`src/rtl/irqc_pkg.sv`:
```
`timescale 1ns/1ps
package irqc_pkg;
    localparam int IRQ_W = 16;
    localparam int ID_W  = $clog2(IRQ_W);
    localparam logic [IRQ_W-1:0] KEEP = {{(IRQ_W-1){1'b1}}, 1'b0};

    // word indices (byte offset / 4) inside the 256-byte window
    localparam logic [5:0] W_LEVEL  = 6'h00;
    localparam logic [5:0] W_PEND   = 6'h01;
    localparam logic [5:0] W_FALIAS = 6'h02;
    localparam logic [5:0] W_CLEAR  = 6'h03;
    localparam logic [5:0] W_STATUS = 6'h04;
    localparam logic [5:0] W_BCAST  = 6'h05;
    localparam logic [5:0] W_MASK0  = 6'h10;
    localparam logic [5:0] W_FORCE0 = 6'h20;
endpackage

```
`src/rtl/irqc_edge.sv`:
```
`timescale 1ns/1ps
module irqc_edge #(
    parameter int W = 16
) (
    input  logic         clk,
    input  logic         rst_n,
    input  logic [W-1:0] lines,
    output logic [W-1:0] rise
);
    for (genvar i = 0; i < W; i++) begin : g_bit
        logic prev_d, prev_q;
        always_comb prev_d = lines[i];
        always_ff @(posedge clk) begin
            if (!rst_n) prev_q <= 1'b0;
            else        prev_q <= prev_d;
        end
        assign rise[i] = lines[i] & ~prev_q;
    end
endmodule

```
`src/rtl/irqc_prio.sv`:
```
`timescale 1ns/1ps
module irqc_prio #(
    parameter int W   = 16,
    localparam int IW = $clog2(W)
) (
    input  logic [W-1:0]  eff,
    input  logic [W-1:0]  level,
    output logic [IW-1:0] num
);
    logic [W-1:0] hi, lo, sel;

    always_comb begin
        hi  = eff & level;
        lo  = eff & ~level;
        sel = (|hi) ? hi : lo;
        num = '0;
        for (int i = 0; i < W; i++) begin
            if (sel[i]) num = IW'(i);
        end
    end
endmodule

```
`src/rtl/irq_prio_ctrl.sv`:
```
`timescale 1ns/1ps
module irq_prio_ctrl
    import irqc_pkg::*;
#(
    parameter int NCPU   = 2,
    parameter int ADDR_W = 12
) (
    input  logic              clk,
    input  logic              rst_n,
    input  logic [IRQ_W-1:0]  irq_in,
    input  logic              bus_valid,
    input  logic              bus_write,
    input  logic [ADDR_W-1:0] bus_addr,
    input  logic [31:0]       bus_wdata,
    output logic [31:0]       bus_rdata,
    input  logic              ack_valid,
    input  logic [ID_W-1:0]   ack_num,
    output logic [ID_W-1:0]   irq_req
);
    typedef struct packed {
        logic [IRQ_W-1:0]            level;
        logic [IRQ_W-1:0]            pend;
        logic [IRQ_W-1:0]            bcast;
        logic [NCPU-1:0][IRQ_W-1:0]  mask;
        logic [NCPU-1:0][IRQ_W-1:0]  frc;
    } state_t;

    state_t            st_d, st_q;
    logic [ID_W-1:0]   req_d, req_q;
    logic [IRQ_W-1:0]  rise, rise_m, wset, wclr, eff_d;
    logic [5:0]        widx;
    logic              wr, rd;
    logic              unused_bits;

    assign unused_bits = ^{bus_addr[ADDR_W-1:8], bus_addr[1:0]};

    irqc_edge #(.W(IRQ_W)) i_edge (
        .clk   (clk),
        .rst_n (rst_n),
        .lines (irq_in),
        .rise  (rise)
    );

    always_comb begin
        widx   = bus_addr[7:2];
        wr     = bus_valid & bus_write;
        wset   = bus_wdata[IRQ_W-1:0] & KEEP;
        wclr   = bus_wdata[31:16] & KEEP;
        rise_m = rise & KEEP;
        st_d   = st_q;

        // step 1: register write
        if (wr) begin
            case (widx)
                W_LEVEL:  st_d.level  = wset;
                W_FALIAS: st_d.frc[0] = wset;
                W_CLEAR:  st_d.pend   = st_q.pend & ~wset;
                W_BCAST:  st_d.bcast  = wset;
                default: begin
                    for (int n = 0; n < NCPU; n++) begin
                        if (widx == 6'(W_MASK0 + 6'(n)))
                            st_d.mask[n] = wset;
                        if (widx == 6'(W_FORCE0 + 6'(n)))
                            st_d.frc[n] = (st_q.frc[n] | wset) & ~wclr;
                    end
                end
            endcase
        end

        // step 2: request edges
        st_d.pend = st_d.pend | (rise_m & ~st_d.bcast);
        for (int n = 0; n < NCPU; n++) begin
            st_d.frc[n] = st_d.frc[n] | (rise_m & st_d.bcast);
        end

        // step 3: acknowledge
        if (ack_valid) begin
            st_d.pend[ack_num]   = 1'b0;
            st_d.frc[0][ack_num] = 1'b0;
        end

        eff_d = (st_d.pend | st_d.frc[0]) & st_d.mask[0];
    end

    irqc_prio #(.W(IRQ_W)) i_prio (
        .eff   (eff_d),
        .level (st_d.level),
        .num   (req_d)
    );

    always_ff @(posedge clk) begin
        if (!rst_n) begin
            st_q  <= '0;
            req_q <= '0;
        end else begin
            st_q  <= st_d;
            req_q <= req_d;
        end
    end

    assign irq_req = req_q;

    always_comb begin
        rd        = bus_valid & ~bus_write;
        bus_rdata = '0;
        if (rd) begin
            case (widx)
                W_LEVEL:  bus_rdata[IRQ_W-1:0] = st_q.level;
                W_PEND:   bus_rdata[IRQ_W-1:0] = st_q.pend;
                W_FALIAS: bus_rdata[IRQ_W-1:0] = st_q.frc[0];
                W_BCAST:  bus_rdata[IRQ_W-1:0] = st_q.bcast;
                W_CLEAR, W_STATUS: bus_rdata = '0;
                default: begin
                    for (int n = 0; n < NCPU; n++) begin
                        if (widx == 6'(W_MASK0 + 6'(n)))
                            bus_rdata[IRQ_W-1:0] = st_q.mask[n];
                        if (widx == 6'(W_FORCE0 + 6'(n)))
                            bus_rdata[IRQ_W-1:0] = st_q.frc[n];
                    end
                end
            endcase
        end
    end
endmodule

```
`config.mk`:
```
export PLATFORM = sky130hd
export DESIGN_NAME = irq_prio_ctrl
export DESIGN_NICKNAME = d
export VERILOG_FILES = /design/src/rtl/irqc_pkg.sv /design/src/rtl/irqc_edge.sv /design/src/rtl/irqc_prio.sv /design/src/rtl/irq_prio_ctrl.sv
export SDC_FILE = /design/constraint.sdc
export NUM_CORES = 1
export LEC_CHECK = 0
export CELL_PAD_IN_SITES_DETAIL_PLACEMENT = 1
export CELL_PAD_IN_SITES_GLOBAL_PLACEMENT = 1
export CORE_MARGIN = 4
export CORE_UTILIZATION = 33
export CTS_BUF_LIST = sky130_fd_sc_hd__clkbuf_8
export DETAILED_ROUTE_END_ITERATION = 6
export DONT_BUFFER_PORTS = 1
export GPL_TIMING_DRIVEN = 0
export PLACE_DENSITY_LB_ADDON = 0.1
export REMOVE_ABC_BUFFERS = 1
export SETUP_SLACK_MARGIN = 0.02
export SLEW_MARGIN = 10
export SYNTH_ARGS = -nofsm -noshare
export SYNTH_HDL_FRONTEND = slang
export SYNTH_HIERARCHICAL = 1
export SYNTH_SLANG_ARGS = --single-unit
```
`constraint.sdc`:
```
create_clock -name clk -period 12.25 [get_ports clk]
set_input_delay 3.675 -clock clk [delete_from_list [all_inputs] [get_ports clk]]
set_output_delay 3.675 -clock clk [all_outputs]
set_load 0.01 [all_outputs]
```
**Word level (Yosys, flattened, before mapping)**

Cells that the tools add are included.

- Logic and storage cells: 132
- Bits of input ports: 69
- Flip-flop bits (word level): 130
- Output and inout port bits: 36

- Equal/unequal tests: 9
- Multiplexer cells: 36
- Reductions and logical operators: 7
- Bitwise gates (word level): 55
- Order comparisons: 2

Operators with widths:

| kind | number |
|---|---|
| 16-bit 2-to-1 mux | 15 |
| 16-bit bitwise AND | 10 |
| 112-bit 2-to-1 mux | 1 |
| 16-bit bitwise OR | 6 |
| 16-bit inverter | 5 |
| 16-bit case mux with 5 select lines | 1 |
| 48-bit 2-to-1 mux | 1 |
| 4-bit 2-to-1 mux | 8 |
| 16-bit case mux with 2 select lines | 1 |
| 1-bit bitwise AND | 17 |
| 1-bit inverter | 17 |
| 16-bit OR reduction | 1 |
| 6-bit by 2-bit equality test with 1-bit output, second input constant | 2 |
| 6-bit by 3-bit equality test with 1-bit output, second input constant | 2 |
| 6-bit by 5-bit equality test with 1-bit output, second input constant | 2 |
| 6-bit equality test, second input constant | 2 |
| 3-bit 2-to-1 mux | 4 |
| 6-bit by 1-bit equality test with 1-bit output, second input constant | 1 |
| 6-bit zero test | 1 |
| 4-bit by 5-bit less-than comparator with 1-bit output, second input constant | 1 |
| 1-bit demux with 4-bit select | 1 |
| 4-bit by 1-bit >= comparator with 1-bit output, second input constant | 1 |
| 2-bit 2-to-1 mux | 2 |
| 4-bit OR reduction | 1 |
| 5 further kinds | 6 |

**Depth between registers and ports, before layout**

- Word-level depth: 30
- Depth in mapped cells: 18
- Gate-level depth less buffers: 13

**Hierarchy**

Netlist, hierarchy kept.

Modules (own cells, without submodules):

| module | area an instance (um2) | cells an instance | seq. area each (um2) | instances |
|---|---|---|---|---|
| irq_prio_ctrl | 7044.3 | 857 | 2282.2 | 1 |
| irqc_edge | 531.8 | 49 | 320.3 | 1 |
| irqc_prio | 364.1 | 56 | 0.0 | 1 |

**Least setup slack after synthesis**

OpenSTA, ideal clock, no wires.

- Path kind: in2out
- Start point: input port bus_addr[4]
- End point: output port bus_rdata[10]
- Buffers on the path: 3
- Required time: 8.575 ns
- Data arrival time: 5.160 ns
- Slack: 3.415 ns
- Stages on the path: 7
- Path through: buf_2 nor4_4 and2_0 clkbuf_1 clkbuf_1 a22oi_1 a31oi_1

- Cells in the longest elaborated chain, start to end: 7
- Elaborated cells between the ends (all ways): 17
- Classes of those cells: eq/ne: 9; mux: 6; reduce/logical: 2

Ends and longest elaborated chain:

| item | line | source |
|---|---|---|
| start, declared | irq_prio_ctrl.sv:13 | `input logic [ADDR_W-1:0] bus_addr,` |
| 6-bit by 5-bit equality test with 1-bit output | irq_prio_ctrl.sv:115 | `if (widx == 6'(W_MASK0 + 6'(n)))` |
| 16-bit 2-to-1 mux | irq_prio_ctrl.sv:115 |  |
| 16-bit 2-to-1 mux | irq_prio_ctrl.sv:117 | `if (widx == 6'(W_FORCE0 + 6'(n)))` |
| 16-bit 2-to-1 mux | irq_prio_ctrl.sv:115 |  |
| 16-bit 2-to-1 mux | irq_prio_ctrl.sv:117 |  |
| 16-bit case mux with 5 select lines * | irq_prio_ctrl.sv:107 | `case (widx)` |
| 16-bit 2-to-1 mux * | irq_prio_ctrl.sv:106 | `if (rd) begin` |
| end, declared | irq_prio_ctrl.sv:15 | `output logic [31:0] bus_rdata,` |

Mark *: on every way between the ends. The rest lies on a longest branch, timed or not.

**Worst setup path after layout**

- Start point: input port bus_addr[5]
- End point: output port bus_rdata[13]

The elaborated chain is that of the path after synthesis.

==> reports/qor.yml <==
routing:
  wl_per_cell_um: 27.8
  first_iter_violations: 738
  vias_per_cell: 6.48
  wl_mm: 34.5
  ant_nets: 0
  via_count: 8047
  firstDrtPassIters: 7
  drcViolationCount: 2
die:
  dieArea_um2: 26500
  core_area_um2: 23500
  fp-row-count: 56
  pin_count: 105
  die_h_um: 163
  dieWidth_um: 163
  start_util_pct: 33.6
global_route:
  grt_max_degree: 104
  grt_use_total_pct: 25.3
  grt_pass1_vias: 8180
  grt_pass1_wl_mm: 50.8
  grt_overflow_total: 0
  grt_antenna_before_repair: 0
power_and_ir_drop:
  p_comb_share_pct: 11.1
  cell_internal_pwr_uw: 650
  switchingPower_uw: 268
  p_clk_share_pct: 40.8
  pwr-share-seq_pct: 48.1
  p_leak_uw: 0.00300
  switching_share_pct: 29.2
  peakVddDrop_mv: 0.0661
  power_density_nw_per_um2: 108
outcome:
  violations: "DRC"
  status: "complete, but fails checks"
yosys:
  yosysWarnings: 6
  syn_inst: 959
  syn_avg_cell_area_um2: 8.25
  syn-cell-area_um2: 7910
timing:
  finalHoldViolCount: 0
  whs_ns: 0.458
  setup_viol_count_final: 0
  relSlewSlack_pct: 15.1
  clock.fmax_mhz: 98.1
  fin_tns_setup_ns: 0
  tightest_slew_ns: 1.27
  rsz0062_at_grt: "false"
  drv_slew: 0
  period_minus_slack_ns: 10.19
  finClkSkew_ns: 0.0188
  period_share_pct: 83.2
clock_network:
  cts_hold_buf: 0
  clk_pin_slew_ns: 0.07
  clock_sinks: 129
  cts_root_buffer: "clkbuf_8"
  worstSkewPairLatency_ns: 0.46
  cts_setup_buffers: 0
  htree_levels: 4
  cts_tree: "yes"
  clk_path_buf_depth: 2
  cts_resized: 0
  cts_made_buffers: 17
finish:
  antenna_cells: 0
  drive_above_1_share_pct: 11.3
  fin_area_um2: 8460
  fin_nets: 978
  syn2layout_area_growth_pct: 7.04
hold_path:
  min_path_type: "register to register"
  hp-start: "st_q[53]"
setup_path:
  cp-start-kind: "input pin"
  cp_data_required_time_ns: 8.57
  startpoint: "bus_addr[5]"
  crit_type: "input pin to output port"
  crit_path_end_kind: "output port"
  crit_fanout: 16
  crit_arrival_ns: 6.51
  reg2reg_from: "i_edge/g_bit[2].prev_q"
place:
  hpwlAfterDp_mm: 23.4
  placed_area_um2: 8070
  io_buffer_count: 0
  routabilityCongestion: 0.828
job:
  maxCapViolations: 0
==> sequential cells by signal (all words and copies together), names as in the netlist, named ones only <==
signal / count
irq_req: 4
i_edge/g_bit.prev_q: 15
st_q: 109
==> per-layer routing <==
metal	share of wire, %	vias up	track usage [%]
met5	0	-	0
met4	2.1	0	7.82
met3	8.0	57	4.53
met2	46	378	40.2
met1	44	4075	35.0
li1	-	3537	-
==> cells in the final DEF (no fill, tap or decap), drive strengths merged, types with 28 or more instances in the layout <==
master / count
dfxtp: 129
nand2: 82
inv: 57
o21ai: 49
a21oi: 46
and2: 42
a22oi: 32
nor4: 31
a31oi: 30
a32oi: 29
o21a: 28
==> cell type report <==
cell class	count	area [µm²]
clock buffer	18	248
clock inverter	14	143
inverter	56	210
fill	2819	15100
sequential	129	2580
multi-input combinational	688	4660
tap	319	399
timing repair buffer	17	223
==> path summary, 6_finish.rpt <==
path | cells after the start | endpoint | slack (ns)
hold / removal | 2 | st_q[53] | 0.46
hold reg to reg | 2 | st_q[53] | 0.46
setup / recovery | 5 | bus_rdata[13] | 2.06
setup reg to reg | 13 | irq_req[1] | 8.32
==> worst max-delay path: stages <==
cell and delay (ns):
nor4_4 0.83, buf_6 0.29, and2_0 1.00, a22oi_1 0.30, a31oi_1 0.39
==> metrics by stage <==
step           worst slack (ns)  util (%)  instances  total power (µW)
2_1_floorplan              2.79         -        873               512
3_3_place_gp               1.00      33.1       1192               540
3_5_place_dp               2.06      34.3       1209               550
4_1_cts                    2.05      35.9       1241               919
5_1_grt                    1.99      36.0       1241               948
6_report                   2.06      36.0       1241               918
==> power by group through the flow <==
| stage | logic (µW) | clock network (µW) | registers [µW] |
|---|---|---|---|
| 5_1_grt | 109 | 396 | 443 |
| 2_1_floorplan | 64.9 | 0 | 447 |
| 6_report | 102 | 375 | 442 |
| 3_5_place_dp | 99.0 | 0 | 451 |
| 3_3_place_gp | 89.8 | 0 | 450 |
| 4_1_cts | 99.4 | 378 | 441 |
Note: power is estimated with default switching activity, not from simulation.
